===== config.mk =====
export PLATFORM = sky130hd
export DESIGN_NAME = tvenc_timing_gen
export DESIGN_NICKNAME = d
export VERILOG_FILES = /design/src/rtl/tvt_pkg.sv /design/src/rtl/tvt_line_ctr.sv /design/src/rtl/tvt_fsync_gen.sv /design/src/rtl/tvt_byte_mux.sv /design/src/rtl/tvenc_timing_gen.sv
export SDC_FILE = /design/constraint.sdc
export NUM_CORES = 1
export LEC_CHECK = 0
export ABC_AREA = 1
export CORE_AREA = 5 5 91 114
export DETAILED_ROUTE_END_ITERATION = 10
export DIE_AREA = 0 0 96 119
export PLACE_DENSITY = 0.67
export SYNTH_ARGS = -nofsm -noshare
export SYNTH_HDL_FRONTEND = slang
export SYNTH_SLANG_ARGS = --single-unit

===== constraint.sdc =====
create_clock -name clk -period 2.5 [get_ports clk]
set_input_delay 0.25 -clock clk [delete_from_list [all_inputs] [get_ports clk]]
set_output_delay 0.25 -clock clk [all_outputs]
set_load 0.005 [all_outputs]

===== src/rtl/tvt_pkg.sv =====
package tvt_pkg;
   typedef enum logic [1:0] {
      PH_CB = 2'd0,
      PH_Y0 = 2'd1,
      PH_CR = 2'd2,
      PH_Y1 = 2'd3
   } tvt_phase_e;

   localparam logic [7:0] BLANK_LUMA   = 8'h10;
   localparam logic [7:0] BLANK_CHROMA = 8'h80;
endpackage


===== src/rtl/tvt_line_ctr.sv =====
module tvt_line_ctr #(
   parameter int COL_W  = 12,
   parameter int LINE_W = 11
) (
   input  logic              clk,
   input  logic              rst_n,
   input  logic [COL_W-1:0]  cfg_line_len,
   input  logic [LINE_W-1:0] cfg_field_lines,
   output logic [COL_W-1:0]  col_q,
   output logic [LINE_W-1:0] line_q,
   output logic              odd_q
);
   logic last_col, last_line;

   assign last_col  = (col_q  >= cfg_line_len    - COL_W'(1));
   assign last_line = (line_q >= cfg_field_lines - LINE_W'(1));

   always_ff @(posedge clk) begin
      if (!rst_n) begin
         col_q  <= '0;
         line_q <= '0;
         odd_q  <= 1'b1;
      end else if (last_col) begin
         col_q <= '0;
         if (last_line) begin
            line_q <= '0;
            odd_q  <= ~odd_q;
         end else begin
            line_q <= line_q + LINE_W'(1);
         end
      end else begin
         col_q <= col_q + COL_W'(1);
      end
   end
endmodule


===== src/rtl/tvt_fsync_gen.sv =====
module tvt_fsync_gen #(
   parameter int COL_W  = 12,
   parameter int LINE_W = 11,
   parameter int VS_W   = 8
) (
   input  logic              clk,
   input  logic              rst_n,
   input  logic [COL_W-1:0]  col,
   input  logic [LINE_W-1:0] line,
   input  logic              odd,
   input  logic [COL_W-1:0]  cfg_line_len,
   input  logic [VS_W-1:0]   cfg_fsync_len,
   output logic              fs_now
);
   logic [COL_W-1:0] half_col;
   logic [VS_W-1:0]  width_eff;
   logic [VS_W-1:0]  rem_q;
   logic             start;

   assign half_col  = cfg_line_len >> 1;
   assign width_eff = (cfg_fsync_len == '0) ? VS_W'(1) : cfg_fsync_len;
   assign start     = (line == '0) &&
                      (odd ? (col == '0) : (col == half_col));
   assign fs_now    = start || (rem_q != '0);

   always_ff @(posedge clk) begin
      if (!rst_n)            rem_q <= '0;
      else if (start)        rem_q <= width_eff - VS_W'(1);
      else if (rem_q != '0)  rem_q <= rem_q - VS_W'(1);
   end
endmodule


===== src/rtl/tvt_byte_mux.sv =====
module tvt_byte_mux
   import tvt_pkg::*;
#(
   parameter int BUS_W    = 18,
   parameter int BYTE_LSB = 10
) (
   input  logic             clk,
   input  logic             rst_n,
   input  logic             active,
   input  tvt_phase_e       phase,
   input  logic             in_valid,
   input  logic [7:0]       in_data,
   input  logic             ls_now,
   input  logic             fs_now,
   output logic [BUS_W-1:0] bus,
   output logic             ls_n,
   output logic             fs_n,
   output logic             dr_n
);
   logic       take, luma_slot;
   logic [7:0] byte_d, byte_q;

   assign take      = active && in_valid;
   assign luma_slot = (phase == PH_Y0) || (phase == PH_Y1);
   assign byte_d    = take                     ? in_data      :
                      (active && !luma_slot)   ? BLANK_CHROMA : BLANK_LUMA;

   always_ff @(posedge clk) begin
      if (!rst_n) begin
         byte_q <= BLANK_LUMA;
         ls_n   <= 1'b1;
         fs_n   <= 1'b1;
         dr_n   <= 1'b1;
      end else begin
         byte_q <= byte_d;
         ls_n   <= ~ls_now;
         fs_n   <= ~fs_now;
         dr_n   <= ~take;
      end
   end

   for (genvar b = 0; b < BUS_W; b++) begin : g_bus
      if (b >= BYTE_LSB && b < BYTE_LSB + 8) begin : g_data
         assign bus[b] = byte_q[b - BYTE_LSB];
      end else begin : g_zero
         assign bus[b] = 1'b0;
      end
   end
endmodule


===== src/rtl/tvenc_timing_gen.sv =====
module tvenc_timing_gen
   import tvt_pkg::*;
#(
   parameter int COL_W    = 12,
   parameter int LINE_W   = 11,
   parameter int VS_W     = 8,
   parameter int BUS_W    = 18,
   parameter int BYTE_LSB = 10
) (
   input  logic              clk,
   input  logic              rst_n,
   input  logic [COL_W-1:0]  cfg_line_len,
   input  logic [COL_W-1:0]  cfg_hblank,
   input  logic [LINE_W-1:0] cfg_field_lines,
   input  logic [VS_W-1:0]   cfg_fsync_len,
   input  logic              in_valid,
   input  logic [7:0]        in_data,
   output logic              in_ready,
   output logic [BUS_W-1:0]  disp_bus,
   output logic              line_sync_n,
   output logic              field_sync_n,
   output logic              data_rdy_n
);
   if (BYTE_LSB < 0 || BYTE_LSB + 8 > BUS_W) begin : g_bad_bus
      $error("tvenc_timing_gen: byte field does not fit the bus");
   end
   if (COL_W < 3 || LINE_W < 1 || VS_W < 1) begin : g_bad_width
      $error("tvenc_timing_gen: counter widths too small");
   end

   logic [COL_W-1:0]  col;
   logic [LINE_W-1:0] line;
   logic              field_odd;
   logic              fs_now, active;
   tvt_phase_e        phase;

   tvt_line_ctr #(.COL_W(COL_W), .LINE_W(LINE_W)) u_ctr (
      .clk(clk), .rst_n(rst_n),
      .cfg_line_len(cfg_line_len), .cfg_field_lines(cfg_field_lines),
      .col_q(col), .line_q(line), .odd_q(field_odd)
   );

   tvt_fsync_gen #(.COL_W(COL_W), .LINE_W(LINE_W), .VS_W(VS_W)) u_fs (
      .clk(clk), .rst_n(rst_n),
      .col(col), .line(line), .odd(field_odd),
      .cfg_line_len(cfg_line_len), .cfg_fsync_len(cfg_fsync_len),
      .fs_now(fs_now)
   );

   assign active   = (col >= cfg_hblank);
   assign phase    = tvt_phase_e'(col[1:0] - cfg_hblank[1:0]);
   assign in_ready = active && rst_n;

   tvt_byte_mux #(.BUS_W(BUS_W), .BYTE_LSB(BYTE_LSB)) u_mux (
      .clk(clk), .rst_n(rst_n),
      .active(active), .phase(phase),
      .in_valid(in_valid), .in_data(in_data),
      .ls_now(col == '0), .fs_now(fs_now),
      .bus(disp_bus), .ls_n(line_sync_n), .fs_n(field_sync_n), .dr_n(data_rdy_n)
   );
endmodule


==> results.toml, run 1 <==
[outcome]
status = "finished, final reports clean"

[place]
hpwl_mm = 7.725
gp_congestion = 0.8647
dp_cells = 773
port_buffers = 65

[timing]
fin_crit_ps = 2393
final-max-slew-violation-count = 0
slew_headroom_pct = 44.73
rsz0062_at_grt = "true"
hold_viol = 0
finalCritPeriodShare_pct = 95.70
timing.hold.ws_ps = 484.1
fmax_mhz = 418.0
tns_ps = 0
finalSetupViolCount = 0
finClkSkew_ps = 5.083
tightest_slew_ps = 822.8

[detailed_routing]
num_vias = 3802
drtPass1Iterations = 4
drt-total-wl_mm = 10.08
wire_per_inst_microns = 12.66
ant_nets = 0
drc = 0
drtIter0Drc = 155
via_per_inst = 4.776

[global_route]
grt_pass1_vias = 3807
antenna_found_initial = 0
grt_max_degree = 15
track_usage_pct = 17.48
grt.overflow.total = 0
grt_pass1_wl_mm = 16.48

[clock_tree]
h-tree-depth = 2
cts_buffer_depth = 2
cts_tree = "yes"
path_clk_slew_ps = 60
ctsHoldBuffers = 0
root_buffer = "clkbuf_16"
clock_latency_ps = 290
cts_made_buffers = 5
cts_sinks = 43

[yosys]
syn_area_sq_um = 3573
yosysUniqueCellTypes = 36
yosysWarnings = 0
synthMuxAreaShare_pct = 0.3151
synth_top_family_by_area = "simple AND/OR/NAND/NOR gates"
ys_top_cells_by_area = "dfxtp_1 24%, ha_1 15%, nand2_1 12%"
synth_top_area_cell = "dfxtp_1"
synth.yosys.seq_area_share_pct = 24.09
synth_simple_gate_area_share_pct = 33.16
yosys.area_share.adder_pct = 14.71
yosysTopAreaCellShare_pct = 24.09
synthCells = 538
synth_seq_cells = 43
synth_area_per_cell_sq_um = 6.642
yosys.area_share.xor_xnor_pct = 6.127
synth_compound_area_share_pct = 8.859

[worst_setup_path]
worstSetupPathType = "in -> reg"
worstPathRequired_ps = 2730
cp-end-kind = "flop"
cp_max_fo = 6
crit_arrival_ps = 2620
cp-start-kind = "primary input"

[power]
power_switching_share_pct = 29.96
p_comb_share_pct = 30.1
leakage_nw = 2.580
clockPowerShare_pct = 34.7
power_density_nw_per_um2 = 397.9
ir_worst_vdd_mv = 0.2574
p_int_mw = 1.501
p_seq_share_pct = 35.2
p_sw_mw = 0.6419

[finish]
drive_gt1_share_pct = 29.57
antenna_cells = 0
final_common_cell = "nand2_1"
nets = 768
layout_common_cells = "106 x nand2_1, 74 x inv_1, 60 x buf_4"
syn2layout_area_growth_pct = 50.70
fin_cells = 796

[die]
die_area_sq_um = 11420
die_w_microns = 96
start_util_pct = 39.37
dieHeight_microns = 119
ios = 76
rows = 39
coreArea_sq_um = 9076

[run]
maxCapViolCount = 0

[min_path]
min_path_type = "in -> reg"
worst paths after layout:
path | from | endpoint | slack (ps) | cells after the start
hold reg to reg | u_ctr.col_q[0]$_SDFF_PP0_ | u_ctr.col_q[0]$_SDFF_PP0_ | 500 | 1
setup / recovery | cfg_line_len[4] | u_ctr.line_q[5]$_SDFFE_PN0P_ | 110 | 21
hold / removal | in_data[1] | u_mux.byte_q[1]$_SDFF_PN0_ | 480 | 3
setup reg to reg | u_ctr.line_q[0]$_SDFFE_PN0P_ | u_fs.rem_q[4]$_SDFFE_PN0N_ | 250 | 14
per-stage QoR:
step	util, %	area (sq um)	power (mW)	setup slack, ps
floorplan	-	3626	1.124	-27.62
global placement	52.03	4722	1.343	-664.6
detailed placement	52.03	4722	1.359	-750.2
CTS	56.24	5105	2.125	0.3817
global route	59.33	5385	2.264	-88.42
finish	59.33	5385	2.143	107.5
synthesized netlist by cell type:
cell type and instances:
xor2_1 20, nand2_2 9, o31ai_1 1, o21ai_2 2
or3_1 2, inv_1 84, nand2_4 3, mux2_2 1
ha_1 42, buf_2 1, a21oi_1 30, nor3_2 3
o21ai_1 1, o2111ai_1 1, nor3b_1 2, nor2_2 5
inv_2 13, nor2_1 54, nand3_1 35, nand2_1 116
xnor2_1 5, a211oi_1 1, nand3_2 1, conb_1 1
buf_4 10, dfxtp_1 43, a31oi_1 4, nor3_1 16
nand4_1 9, or2_2 2, clkbuf_1 2, nand3b_1 2
o21ai_0 11, nor4_1 3, a21oi_4 2, o21bai_1 1
worst max-delay path, cell delays in order:
cell	delay, ps
buf_6	100
inv_4	50
buf_6	90
nand3_2	70
inv_2	50
nand2_2	40
or2_4	260
nor2_4	120
nand3_2	70
xor2_1	150
inv_1	90
ha_4	270
nand2_4	60
nor2_4	150
nand3_2	110
nand3_4	170
buf_6	150
nand2_4	60
nor2_1	120
nand2_1	80
a21oi_2	110
kinds of logic (layout without fill, tap and decap cells):
group	Yosys count	after routing
other cells	1	10
flops	43	43
xor+xnor	25	25
buf+inv	110	235
simple gates	262	263
mux	1	1
compound gates	54	54
fa+ha+maj	42	42
state kept, by name, summed over array words and instances, names as in the netlist:
signal and count:
u_mux.ls_n 1, u_ctr.line_q 11, u_mux.fs_n 1, u_mux.byte_q 8, u_fs.rem_q 8, u_ctr.col_q 12, u_mux.dr_n 1, u_ctr.odd_q 1
power groups by stage:
stage | Clock [mW] | Combinational (mW) | Sequential (mW)
after floorplan | 0 | 0.361 | 0.762
after global placement | 0 | 0.574 | 0.768
after detailed placement | 0 | 0.590 | 0.769
after CTS | 0.755 | 0.616 | 0.753
after global routing | 0.784 | 0.723 | 0.758
final | 0.745 | 0.645 | 0.754
routing by layer:
layer | wire (microns) | share of wire (%) | GRT usage (%) | vias up
met4 | 218 | 2.2 | 5.783 | 0
met5 | 0 | 0 | 0 | -
met2 | 5366 | 53 | 31.40 | 84
li1 | - | - | - | 1967
met1 | 4063 | 40 | 20.90 | 1732
met3 | 432 | 4.3 | 2.270 | 19
layout make-up:
type | instances | area (sq um)
timing repair buffer | 130 | 1139
inverter | 97 | 369.1
tap | 123 | 153.9
clock buffer | 5 | 125.1
multi-input combinational | 395 | 2691
sequential | 43 | 863.3
clock inverter | 3 | 43.79
fill | 820 | 3691
repair_timing:
item	4_1_cts	5_1_grt
resized for setup	85	64
setup endpoints to repair	24	25
pin swaps	33	46
hold endpoints to repair	0	0
buffers inserted	12	4
cloned	1	0
Power figures use the tool's default switching activity.
==> run 2: changes to the inputs <==
- CORE_AREA: 5 5 91 114 -> 2 2 88 111
- DIE_AREA: 0 0 96 119 -> 0 0 90 113
==> run 2 against run 1 <==
Critical path depth is 3 lower. Combinational power is 1% higher. Final cell count is 1.0% higher. Utilization is 1.0 points higher. Sequential share of layout area is 0.25 points lower. Sequential cell count stayed put. Total power is 4.9% lower. Register-to-register slack hardly changed. Non-clock buffer count is 7 higher. Via count is 2.8% higher. Critical endpoint is now u_ctr.line_q[1]$_SDFFE_PN0P_.
==> results.toml, run 2 (synthesized netlist as in run 1, its figures left out) <==
[min_path]
min_path_type = "reg -> reg"

[worst_setup_path]
crit_chain = "buf_2 > nor2_4 > nand2_2 > or3_4 > nor3_4 > nand2_1 > xor2_1 > inv_1 > ha_4 > nand2_4 > nor2_1 > nand4_1 > nor3_2 > nor2_2 > buf_4 > buf_4 > nand4_1 > o21ai_0"
worstSetupPathType = "in -> reg"
cp_top_family = "simple AND/OR/NAND/NOR gates"
worst-path-buf-inv = 4
crit_arrival_ps = 2620
slowest_stage = "or3_4"
cp-start-kind = "primary input"
cp-end-kind = "flop"
worstPathRequired_ps = 2670
cp_max_fo = 3
reg2reg_slack_ps = 240
slowest_delay_ps = 400

[clock_tree]
root_buffer = "clkbuf_16"
cts_buffer_depth = 2
cts_tree = "yes"
h-tree-depth = 2
clock_latency_ps = 280
path_clk_slew_ps = 60
cts_sinks = 43
cts_made_buffers = 5

[finish]
top_register = "u_ctr.col_q"
final_common_cell = "nand2_1"
regArea_sq_um = 864.6
syn2layout_area_growth_pct = 53.33
fillers = 858
drive_gt1_share_pct = 29.96
multi_input_area_sq_um = 2736
nets = 776
layout_common_cells = "104 x nand2_1, 74 x inv_1, 65 x buf_4"
largest_register_ffs = 12
antenna_cells = 0
reg_top3 = "u_ctr.col_q (12), u_ctr.line_q (11)"
final_util_pct = 60.37
post-route-cell-area_sq_um = 5479

[power]
power_density_nw_per_um2 = 371.9
p_sw_mw = 0.6332
clockPowerShare_pct = 31.0
p_int_mw = 1.404
power_mw = 2.037
p_seq_share_pct = 37.1
p_comb_share_pct = 32.0
leakage_nw = 2.604
power_switching_share_pct = 31.08
ir_worst_vdd_mv = 0.2634

[detailed_routing]
drtIter0Drc = 146
wire_per_inst_microns = 12.88
drt-total-wl_mm = 10.36
drc = 0
drtPass1Iterations = 4
num_vias = 3907
ant_nets = 0
via_per_inst = 4.859

[place]
dpl-instance-area_sq_um = 4722
gp_congestion = 0.8837
port_buffers = 65
hpwl_mm = 7.837

[global_route]
grt_pass1_vias = 3780
track_usage_pct = 19.90
grt.overflow.total = 0
grt_max_degree = 14
grt_pass1_wl_mm = 16.97
antenna_found_initial = 0

[die]
start_util_pct = 39.37
rows = 39
dieHeight_microns = 113
die_w_microns = 90
die_area_sq_um = 10170
coreArea_sq_um = 9076
ios = 76

[timing]
fin_crit_ps = 2452
finClkSkew_ps = 7.661
rsz0062_at_grt = "true"
hold_viol = 0
timing.hold.ws_ps = 481.5
finalSetupViolCount = 0
tightest_slew_ps = 803.7
slew_headroom_pct = 46.01
fmax_mhz = 407.9
finalCritPeriodShare_pct = 98.06
final-max-slew-violation-count = 0

[run]
maxCapViolCount = 0

[outcome]
status = "finished, final reports clean"
-- run 2: cell count changes in the layout (fill, tap and decap cells not counted), moves of 3 or more --
cell	delta
buf_2	-3
clkbuf_2	+3
nand3_4	+3
a21oi_1	+3
a21oi_2	-4
buf_4	+5
-- run 2: area by class of cell --
cell class,count,share of cell area (%)
clock buffers,6,2.352
clock inverters,2,0.2284
inverters,97,6.782
multi-input cells,396,49.94
flip-flops and latches,43,15.78
well taps,123,2.809
repair buffers,137,22.11
-- run 2: power by group through the flow --
stage	Combinational [mW]	Sequential (mW)	Clock [mW]
2_1_floorplan	0.361	0.762	0
3_3_place_gp	0.587	0.769	0
3_5_place_dp	0.598	0.770	0
4_1_cts	0.633	0.755	0.640
5_1_grt	0.733	0.759	0.669
6_report	0.652	0.755	0.631
-- run 2: timing repair --
item | in CTS | in global routing
endpoints found under the setup margin | 25 | 25
buffers inserted | 19 | 2
hold buffers | 0 | 0
resized for setup | 91 | 62
endpoints found under the hold margin | 0 | 0
pin swaps | 38 | 41
gates cloned | 2 | 0
-- run 2: path summary, 6_finish.rpt --
check / from / to / cells after the start
max: cfg_field_lines[2] / u_ctr.line_q[1]$_SDFFE_PN0P_ / 18
min: u_ctr.col_q[0]$_SDFF_PP0_ / u_ctr.col_q[0]$_SDFF_PP0_ / 1
max reg2reg: u_ctr.line_q[0]$_SDFFE_PN0P_ / u_fs.rem_q[4]$_SDFFE_PN0N_ / 14
min reg2reg: u_ctr.col_q[0]$_SDFF_PP0_ / u_ctr.col_q[0]$_SDFF_PP0_ / 1
-- run 2: per-stage QoR --
stage	setup slack, ps	TNS, ps	instances
after global routing	-106.6	-612.8	804
after floorplan	-27.62	-27.62	547
after CTS	1.372	0	802
final	48.43	0	804
after global placement	-692.9	-15030	773
after detailed placement	-756.6	-16820	773
-- run 2: layer usage --
| layer | vias up | wire length, microns | global-route usage, % |
|---|---|---|---|
| li1 | 1994 | - | - |
| met1 | 1796 | 4214 | 23.12 |
| met2 | 101 | 5560 | 38.75 |
| met3 | 16 | 407 | 2.530 |
| met4 | 0 | 174 | 4.205 |
| met5 | - | 0 | 0 |
==> run 3: changes to the inputs <==
- CTS_CLUSTER_SIZE: unset -> 40
- HOLD_SLACK_MARGIN: unset -> 0.08
- PLACE_DENSITY: 0.67 -> unset
- clock period: 2.5 -> 2.4 ns (I/O delays scaled with it)
==> run 3 against run 2 <==
The run now ends with negative setup slack left. Sequential cell count stayed put. Combinational power is 19% higher. Final cell count is 0.37% higher. Critical path type unchanged.
==> results.toml, run 3 (synthesized netlist as in run 1, its figures left out) <==
[timing]
hold_viol = 0
finClkSkew_ps = 4.495
tns_ps = -379.1
slew_headroom_pct = 59.61
rsz0062_at_grt = "true"
fmax_mhz = 406.4
finalCritPeriodShare_pct = 102.5
fin_crit_ps = 2460
final-max-slew-violation-count = 0
finalSetupViolCount = 10
tightest_slew_ps = 601.3
fin_ws_ps = -60.35

[finish]
layout_common_cells = "101 x nand2_1, 73 x inv_1, 69 x buf_4"
fin_cells = 807
top_register = "u_ctr.col_q"
syn2layout_area_growth_pct = 54.90
fillers = 846
regArea_sq_um = 863.3
nets = 779
reg_top3 = "u_ctr.col_q (12), u_ctr.line_q (11)"
multi_input_area_sq_um = 2749
drive_gt1_share_pct = 32.46
final_common_cell = "nand2_1"
largest_register_ffs = 12
antenna_cells = 0

[clock_tree]
cts_buffer_depth = 2
root_buffer = "clkbuf_16"
clock_latency_ps = 280
ctsHoldBuffers = 0
h-tree-depth = 2
path_clk_slew_ps = 60
cts_sinks = 43
cts_made_buffers = 5
cts_tree = "yes"

[min_path]
min_path_type = "in -> reg"
hp-start = "in_data[1]"
worst_hold_path.num_cells = 3
worstHoldEndpoint = "u_mux.byte_q[1]$_SDFF_PN0_"

[detailed_routing]
wl_met2_mm = 4.940
drt-total-wl_mm = 9.819
drtPass1Iterations = 5
via_per_inst = 4.756
num_vias = 3838
wire_per_inst_microns = 12.17
top_layer = "met4"
ant_nets = 0
wl_met1_mm = 4.332
drtIter0Drc = 82
drc = 0
wl_met3_microns = 359

[global_route]
grt_max_degree = 14
grt.overflow.total = 0
antenna_found_initial = 0
grt_pass1_wl_mm = 16.04
track_usage_pct = 18.78
grt_pass1_vias = 3668

[worst_setup_path]
worstRegToRegCells = 13
r2r_end = "u_fs.rem_q[5]$_SDFFE_PN0N_"
worstPathRequired_ps = 2570
worstSetupPathType = "in -> reg"
critPathLaunch = "cfg_line_len[2]"
crit_chain = "buf_8 > nor2_4 > buf_4 > buf_4 > buf_4 > buf_4 > buf_4 > buf_4 > nand2_2 > xor2_2 > ha_4 > inv_2 > o31ai_4 > nand3_4 > nand3_4 > buf_12 > buf_8 > nand2_8 > nand2_2 > nor2_1"
r2r_start = "u_ctr.col_q[0]$_SDFF_PP0_"
slowest_stage = "o31ai_4"
path_common_cell = "buf_4"
reg2reg_slack_ps = 180
cp_max_fo = 7
cp-start-kind = "primary input"
crit_arrival_ps = 2630
slowest_delay_ps = 300
cp-end-kind = "flop"

[run]
maxCapViolCount = 0

[die]
die_w_microns = 90
rows = 39
start_util_pct = 39.37
ios = 76
coreArea_sq_um = 9076
dieHeight_microns = 113
die_area_sq_um = 10170

[power]
p_comb_share_pct = 34.2
p_sw_mw = 0.7055
power_mw = 2.274
clockPowerShare_pct = 31.2
ir_worst_vdd_mv = 0.2470
p_seq_share_pct = 34.6
power_density_nw_per_um2 = 410.9
leakage_nw = 2.599
power_switching_share_pct = 31.02
p_int_mw = 1.569

[place]
gp_congestion = 0.8894
hpwl_mm = 7.463
dp_cells = 777
port_buffers = 65
post-place-ws_ps = -751.6

[outcome]
violations = "negative setup slack"
status = "finished with violations"
-- run 3: changes by cell type in the layout (fill, tap and decap cells not counted), moves of 4 or more --
cell,before,now
a21oi_1,25,19
buf_6,9,5
buf_4,65,69
nand3_4,6,2
a21oi_2,4,11
buf_2,2,6
-- run 3: layer usage --
metal / track usage [%] / up-vias
li1: - / 1991
met1: 22.78 / 1742
met2: 34.29 / 85
met3: 2.663 / 20
met4: 5.846 / 0
met5: 0 / -
-- run 3: what timing repair did --
| item | 4_1_cts | 5_1_grt |
|---|---|---|
| resized for setup | 83 | 69 |
| endpoints found under the hold margin | 0 | 0 |
| endpoints found under the setup margin | 25 | 30 |
| cloned | 1 | 0 |
| buffers inserted | 16 | 7 |
| pin swaps | 37 | 59 |
-- run 3: power by group through the flow --
stage	clock (mW)	sequential [mW]	combinational (mW)
3_3_place_gp	0	0.800	0.629
4_1_cts	0.722	0.787	0.671
5_1_grt	0.745	0.792	0.863
2_1_floorplan	0	0.794	0.381
6_report	0.710	0.787	0.777
3_5_place_dp	0	0.802	0.637
-- run 3: critical path: cells and delay by family --
kind	cells	cell delay, ps
fa+ha+maj	1	280
compound gates	1	300
simple gates	7	590
buf+inv	10	1120
xor+xnor	1	80
-- run 3: worst max-delay path by stage --
stage                                         end  slack [ps]  cells past startpoint
floorplan           u_ctr.line_q[10]$_SDFFE_PN0P_           2                     17
global placement     u_ctr.line_q[9]$_SDFFE_PN0P_        -640                     21
detailed placement   u_ctr.line_q[9]$_SDFFE_PN0P_        -750                     20
CTS                  u_ctr.line_q[2]$_SDFFE_PN0P_        -110                     18
global route         u_ctr.line_q[7]$_SDFFE_PN0P_        -230                     17
finish               u_ctr.line_q[8]$_SDFFE_PN0P_         -60                     20
-- run 3: through the flow --
stage | util [%] | hold slack (ps) | instance area [sq um]
2_1_floorplan | - | 352.2 | 3695
3_3_place_gp | 53.21 | 455.5 | 4830
3_5_place_dp | 53.21 | 467.6 | 4830
4_1_cts | 57.55 | 478.1 | 5224
5_1_grt | 60.99 | 496.8 | 5535
6_report | 60.99 | 481.3 | 5535
-- run 3: cell type report --
| type | instances | share of cell area (%) |
|---|---|---|
| Clock buffer | 8 | 2.825 |
| Timing Repair Buffer | 141 | 22.38 |
| Multi-Input combinational cell | 395 | 49.66 |
| Inverter | 97 | 6.759 |
| Tap cell | 123 | 2.780 |
| Sequential cell | 43 | 15.60 |
